==> config.mk <==
export PLATFORM = sky130hd
export DESIGN_NAME = spi_cmd_engine
export DESIGN_NICKNAME = d
export VERILOG_FILES = /design/src/rtl/spi_cmd_pkg.sv /design/src/rtl/spi_cmd_sync.sv /design/src/rtl/spi_cmd_frame.sv /design/src/rtl/spi_cmd_regs.sv /design/src/rtl/spi_cmd_engine.sv
export SDC_FILE = /design/constraint.sdc
export NUM_CORES = 1
export LEC_CHECK = 0
export CAP_MARGIN = 10
export CORE_ASPECT_RATIO = 1.2
export CORE_UTILIZATION = 45
export DETAILED_ROUTE_END_ITERATION = 12
export SLEW_MARGIN = 20
export SYNTH_ARGS = -nofsm -noshare
export SYNTH_HDL_FRONTEND = slang
export SYNTH_HIERARCHICAL = 1
export SYNTH_SLANG_ARGS = --single-unit
export TNS_END_PERCENT = 30
==> constraint.sdc <==
create_clock -name clk -period 3.27 [get_ports clk]
set_clock_uncertainty 0.2 [all_clocks]
set_input_delay 0.654 -clock clk [delete_from_list [all_inputs] [get_ports clk]]
set_output_delay 0.654 -clock clk [all_outputs]
set_load 0.05 [all_outputs]
==> src/rtl/spi_cmd_pkg.sv <==
package spi_cmd_pkg;

    localparam int NCH        = 6;
    localparam int DIAG_W     = 2 * NCH;
    localparam int FRAME_BITS = 16;
    localparam int CNT_W      = $clog2(FRAME_BITS + 2);
    localparam int ADDR_BITS  = 2;
    localparam int CMD_W      = 6;

    typedef enum logic [CMD_W-1:0] {
        CMD_WR_SER  = 6'b100110,
        CMD_RD_SER  = 6'b100101,
        CMD_WR_MODE = 6'b101010,
        CMD_RD_MODE = 6'b101001,
        CMD_RD_DIAG = 6'b100000
    } cmd_e;

    typedef enum logic [1:0] {
        ADDR_WAIT = 2'd0,
        ADDR_OK   = 2'd1,
        ADDR_REJ  = 2'd2
    } addr_e;

    typedef struct packed {
        logic           wr_ser;
        logic           wr_mode;
        logic           clr;
        logic [NCH-1:0] data;
    } commit_t;

    typedef struct packed {
        logic              flt;
        logic              ot;
        logic [DIAG_W-1:0] ch;
    } diag_t;

    // Content of the second returned byte for a decoded command.
    function automatic logic [7:0] pick_second(
        input logic [CMD_W-1:0] cmd,
        input logic [NCH-1:0]   ser,
        input logic [NCH-1:0]   mode,
        input logic [7:0]       low_diag
    );
        if (cmd == CMD_RD_SER)       return {ser, 2'b11};
        else if (cmd == CMD_RD_MODE) return {mode, 2'b11};
        else                         return low_diag;
    endfunction

endpackage

==> src/rtl/spi_cmd_sync.sv <==
module spi_cmd_sync #(
    parameter int               WIDTH   = 3,
    parameter int               STAGES  = 2,
    parameter logic [WIDTH-1:0] RST_VAL = '0
) (
    input  logic             clk,
    input  logic             rst,
    input  logic [WIDTH-1:0] d,
    output logic [WIDTH-1:0] q
);
    logic [WIDTH-1:0] stg [STAGES];

    always_ff @(posedge clk) begin
        if (rst) begin
            for (int i = 0; i < STAGES; i++) stg[i] <= RST_VAL;
        end else begin
            stg[0] <= d;
            for (int i = 1; i < STAGES; i++) stg[i] <= stg[i-1];
        end
    end

    assign q = stg[STAGES-1];
endmodule

==> src/rtl/spi_cmd_frame.sv <==
module spi_cmd_frame
    import spi_cmd_pkg::*;
(
    input  logic                clk,
    input  logic                rst,
    input  logic                sclk_s,
    input  logic                mosi_s,
    input  logic                csn_s,
    input  diag_t               diag_in,
    input  logic [NCH-1:0]      ser_q,
    input  logic [NCH-1:0]      mode_q,
    output logic                miso,
    output logic                miso_oe,
    output commit_t             commit,
    output logic [CNT_W-1:0]    fall_cnt,
    output logic [CNT_W-1:0]    rise_cnt
);
    localparam logic [CNT_W-1:0] CNT_SAT  = CNT_W'(FRAME_BITS + 1);
    localparam logic [CNT_W-1:0] CNT_FULL = CNT_W'(FRAME_BITS);

    logic                  sclk_d, csn_d;
    logic                  sclk_fall, sclk_rise, cs_fall, cs_rise;
    logic [FRAME_BITS-1:0] rx_sh;
    logic [CMD_W-1:0]      cmd_q;
    addr_e                 addr_st;
    diag_t                 snap;
    logic                  miso_q, oe_q;
    logic [CNT_W-1:0]      rise_nxt, pos_full;
    logic [FRAME_BITS-1:0] tx_word;
    logic                  tx_bit;

    assign sclk_fall = sclk_d & ~sclk_s;
    assign sclk_rise = ~sclk_d & sclk_s;
    assign cs_fall   = csn_d & ~csn_s;
    assign cs_rise   = ~csn_d & csn_s;

    assign rise_nxt = (rise_cnt < CNT_FULL) ? rise_cnt + CNT_W'(1) : rise_cnt;
    assign pos_full = CNT_FULL - rise_nxt;

    assign tx_word = {2'b11, snap.flt, snap.ot, snap.ch[DIAG_W-1 -: 4],
                      pick_second(cmd_q, ser_q, mode_q, snap.ch[7:0])};

    always_comb begin
        tx_bit = 1'b0;
        for (int i = 0; i < FRAME_BITS; i++)
            if (pos_full == CNT_W'(i)) tx_bit = tx_word[i];
    end

    always_ff @(posedge clk) begin
        if (rst) begin
            sclk_d   <= 1'b0;
            csn_d    <= 1'b1;
            fall_cnt <= '0;
            rise_cnt <= '0;
            rx_sh    <= '0;
            cmd_q    <= '0;
            addr_st  <= ADDR_WAIT;
            snap     <= '1;
            miso_q   <= 1'b0;
            oe_q     <= 1'b0;
        end else begin
            sclk_d <= sclk_s;
            csn_d  <= csn_s;
            if (cs_fall) begin
                fall_cnt <= '0;
                rise_cnt <= '0;
                rx_sh    <= '0;
                cmd_q    <= '0;
                addr_st  <= ADDR_WAIT;
                snap     <= diag_in;
                miso_q   <= 1'b0;
                oe_q     <= 1'b0;
            end else if (csn_s) begin
                miso_q <= 1'b0;
                oe_q   <= 1'b0;
            end else begin
                if (sclk_fall) begin
                    rx_sh <= {rx_sh[FRAME_BITS-2:0], mosi_s};
                    if (fall_cnt != CNT_SAT) fall_cnt <= fall_cnt + CNT_W'(1);
                    if (fall_cnt == CNT_W'(ADDR_BITS - 1))
                        addr_st <= (rx_sh[0] && !mosi_s) ? ADDR_OK : ADDR_REJ;
                    if (fall_cnt == CNT_W'(7))
                        cmd_q <= rx_sh[6:1];
                end
                if (sclk_rise) begin
                    rise_cnt <= rise_nxt;
                    miso_q   <= tx_bit;
                    oe_q     <= (addr_st == ADDR_OK) && (rise_nxt > CNT_W'(ADDR_BITS));
                end
            end
        end
    end

    always_comb begin
        commit      = '0;
        commit.data = rx_sh[7:2];
        if (cs_rise && fall_cnt == CNT_FULL) begin
            case (rx_sh[FRAME_BITS-1 -: CMD_W])
                CMD_WR_SER:  commit.wr_ser  = 1'b1;
                CMD_WR_MODE: commit.wr_mode = 1'b1;
                CMD_RD_DIAG: commit.clr     = 1'b1;
                default:     ;
            endcase
        end
    end

    assign miso    = oe_q & miso_q;
    assign miso_oe = oe_q;
endmodule

==> src/rtl/spi_cmd_regs.sv <==
module spi_cmd_regs
    import spi_cmd_pkg::*;
(
    input  logic           clk,
    input  logic           rst,
    input  commit_t        commit,
    input  logic [NCH-1:0] par_in,
    input  logic           par_pol_hi,
    output logic [NCH-1:0] ser_q,
    output logic [NCH-1:0] mode_q,
    output logic [NCH-1:0] ch_on,
    output logic           diag_clr
);
    logic [NCH-1:0] want;

    for (genvar c = 0; c < NCH; c++) begin : g_ch
        logic par_act;
        assign par_act = par_in[c] ~^ par_pol_hi;
        assign want[c] = mode_q[c] ? par_act : ~ser_q[c];
    end

    always_ff @(posedge clk) begin
        if (rst) begin
            ser_q    <= '1;
            mode_q   <= '1;
            ch_on    <= '0;
            diag_clr <= 1'b0;
        end else begin
            if (commit.wr_ser)  ser_q  <= commit.data;
            if (commit.wr_mode) mode_q <= commit.data;
            diag_clr <= commit.clr;
            ch_on    <= want;
        end
    end
endmodule

==> src/rtl/spi_cmd_engine.sv <==
module spi_cmd_engine
    import spi_cmd_pkg::*;
#(
    parameter int SYNC_STAGES = 2
) (
    input  logic              clk,
    input  logic              rst,
    input  logic              spi_sclk,
    input  logic              spi_mosi,
    input  logic              spi_csn,
    output logic              spi_miso,
    output logic              spi_miso_oe,
    input  logic [NCH-1:0]    par_in,
    input  logic              par_pol_hi,
    input  logic              diag_flt,
    input  logic              diag_ot,
    input  logic [DIAG_W-1:0] diag_ch,
    output logic              diag_clr,
    output logic [NCH-1:0]    ch_on
);
    logic             csn_s, sclk_s, mosi_s;
    logic [NCH-1:0]   ser_q, mode_q;
    commit_t          commit;
    diag_t            diag_bus;
    logic [CNT_W-1:0] fall_cnt, rise_cnt;
    logic             wr_any;

    assign diag_bus = '{flt: diag_flt, ot: diag_ot, ch: diag_ch};
    assign wr_any   = commit.wr_ser | commit.wr_mode;

    spi_cmd_sync #(
        .WIDTH  (3),
        .STAGES (SYNC_STAGES),
        .RST_VAL(3'b100)
    ) u_sync (
        .clk(clk),
        .rst(rst),
        .d  ({spi_csn, spi_sclk, spi_mosi}),
        .q  ({csn_s, sclk_s, mosi_s})
    );

    spi_cmd_frame u_frame (
        .clk     (clk),
        .rst     (rst),
        .sclk_s  (sclk_s),
        .mosi_s  (mosi_s),
        .csn_s   (csn_s),
        .diag_in (diag_bus),
        .ser_q   (ser_q),
        .mode_q  (mode_q),
        .miso    (spi_miso),
        .miso_oe (spi_miso_oe),
        .commit  (commit),
        .fall_cnt(fall_cnt),
        .rise_cnt(rise_cnt)
    );

    spi_cmd_regs u_regs (
        .clk       (clk),
        .rst       (rst),
        .commit    (commit),
        .par_in    (par_in),
        .par_pol_hi(par_pol_hi),
        .ser_q     (ser_q),
        .mode_q    (mode_q),
        .ch_on     (ch_on),
        .diag_clr  (diag_clr)
    );
endmodule

==> impl_metrics.ini <==
[job]
cap_violations = 0

[grt]
grt_pass1_wl_um = 13900
grt_max_degree = 35
antenna_found_initial = 0
grt_use_total = 0.198
grt_overflow = 0
grt_pass1_vias = 2898

[timing]
fmax_ghz = 0.351
slew_headroom = 0.577
hold_viol_final = 0
setup_viol = 0
period_needed_ps = 2850
slew_violations = 0
rsz0062_at_grt = no
tightest_slew_ps = 635
fin_tns_setup_ps = 0
fin_crit_sh = 0.871

[clock_network]
htreeDepth = 3
path_clk_slew_ps = 80
clockRootBuffer = clkbuf_8
clk_latency_ps = 350
cts_tree = built
cts_resized = 0
cts_setup_buffers = 0
ctsHoldBuffers = 0
numCtsBuffers = 9
clkSinkCount = 77
clockBufferDepth = 2

[floorplanning]
core_mm2 = 0.00824
rows = 36
dieHeight_um = 104
ios = 35
start_util = 0.471
die_w_um = 86.8
die_area_mm2 = 0.00900

[synthesis]
ys_types = 68
synth_compound_area_frac = 0.171
ys_seq_area_frac = 0.397
ys_async_sr_fraction = 0
synth-xor-area-share = 0.0361
syn_avg_cell_area_um2 = 8.64
syn_inst = 449
synthSimpleGateAreaFrac = 0.249
ys_ff_latch = 77
ys_dominant_reg_cell = dfxtp_1
synth_top_family_by_area = simple AND/OR/NAND/NOR gates
yosys_warnings = 6
synth_edf_count = 0
synthMuxAreaShare = 0.0639
syn_area_mm2 = 0.00388
synthesis.nets = 479
synth_fa_ha_area_frac = 0.0129

[critical_path]
crit_fanout = 17
cp-start-kind = flip-flop
worst_ep_required_time_ps = 3310
critPathArrivalTime_ps = 2890
r2r_start = u_frame/rise_cnt[1]
slowest_stage = dfxtp_1
crit_start = u_frame/rise_cnt[1]
cp_common_cell = nor4_1
max_stage_delay_ps = 670
cp-end-kind = flip-flop
critPathKind = flip-flop to flip-flop
path_cells = ha_1, nor3b_1, and2b_1, o2111ai_2, o311ai_2, nor4_1, nor4_1, nor4b_1

[drt]
drt_iter0_drc = 147
finalWirelength_um = 8710
wire_per_inst_um = 14.9
vias = 3183
ant_nets = 0
via_per_inst = 5.44
drc = 0
firstDrtPassIters = 4

[place]
hpwl_um = 5980
io_buffers = 34
place.gp.congestion = 0.869

[power_and_ir_drop]
p_per_area_mw_per_mm2 = 416
irDropWorstVdd_mv = 0.258
leakage_nw = 1.48

[worst_hold_path]
hp-class = flip-flop to flip-flop
hp-start = u_sync/stg[0][2]

[outcome]
status = finished, final reports clean

[layout]
utilization = 0.535
layout-drive-gt1-share = 0.0934
diodes = 0
mostFrequentLayoutCell = dfxtp_1
area_growth_pct = 13.6
final_cell_mix = dfxtp_1, nand2_1, clkdlybuf4s50_1
final-seq-area_mm2 = 0.00154
nNetsFinal = 496
fill_cells = 759
multiInputGateArea_mm2 = 0.00207
-- power by group --
part / switching (mW) / internal, mW / total, mW
Combinational: 0.0735 / 0.0690 / 0.143
Clock: 0.365 / 0.359 / 0.724
Sequential: 0.00915 / 0.956 / 0.965
Total: 0.447 / 1.38 / 1.83
-- worst paths after layout --
check	to	slack, ps	cells after the start
hold reg to reg	u_sync/stg[0][5]	210	1
setup reg to reg	u_frame/miso_q	420	8
setup / recovery	u_frame/miso_q	420	8
hold / removal	u_sync/stg[0][5]	210	1
-- layout make-up --
class	instances	area share
Multi-Input combinational cell	323	0.470
Sequential cell	77	0.350
Timing Repair Buffer	43	0.0926
Tap cell	114	0.0324
Clock buffer	10	0.0290
Clock inverter	6	0.0165
Inverter	12	0.0102
-- per-layer routing --
metal  vias to the layer above  wire length, um  GRT usage
met5                         -                0          0
met4                         0              139     0.0750
met3                        11              412     0.0319
met2                        77             4100      0.323
met1                      1500             4060      0.261
li1                       1595                -          -
-- sequential cells by signal, summed over array words and instances, names as in the netlist, 2 cells and up --
signal and cells:
u_frame/fall_cnt 5, u_regs/mode_q 6, u_frame/cmd_q 6, u_frame/rise_cnt 5, u_frame/addr_st 2, u_regs/ser_q 6
u_frame/rx_sh 16, u_frame/snap 14, u_sync/stg 6, u_regs/ch_on 6
-- cells in the mapped netlist (5+ instances only) --
cell type	count	area (um2)
inv_1	11	41.3
dfxtp_1	77	1540
nand3_1	9	45.0
nor3_1	11	55.1
mux2i_1	21	210
nand2b_1	5	31.3
a211oi_1	5	37.5
nand2_1	66	248
nor2_1	31	116
a31o_1	6	52.6
buf_4	9	67.6
nor2b_1	23	144
clkbuf_1	12	45.0
xnor2_1	12	105
o21ai_0	11	55.1
a21oi_1	23	115
buf_2	9	45.0
a211o_1	14	123
-- cells by family (layout without fill, tap and decap cells) --
logic type,count (synthesis),in the layout
buf+inv,49,71
simple gates,187,187
flops,77,77
fa+ha+maj,4,4
xor+xnor,16,16
compound gates,92,92
mux,24,24
-- metrics by stage --
stage	hold slack (ps)	setup WS [ps]	std cells	power, mW	area, um2
2_1_floorplan	183	995	449	1.08	3880
3_3_place_gp	187	614	569	1.13	4210
3_5_place_dp	187	515	569	1.13	4210
4_1_cts	207	462	585	1.86	4410
5_1_grt	234	184	585	1.91	4410
6_report	207	423	585	1.83	4410
-- critical path, delay by kind of cell, from the launching register on --
family	cells	cell delay (ps)
simple gates	5	1210
compound gates	2	240
flops	1	670
fa+ha+maj	1	430
Note: power is estimated with default switching activity, not from simulation.
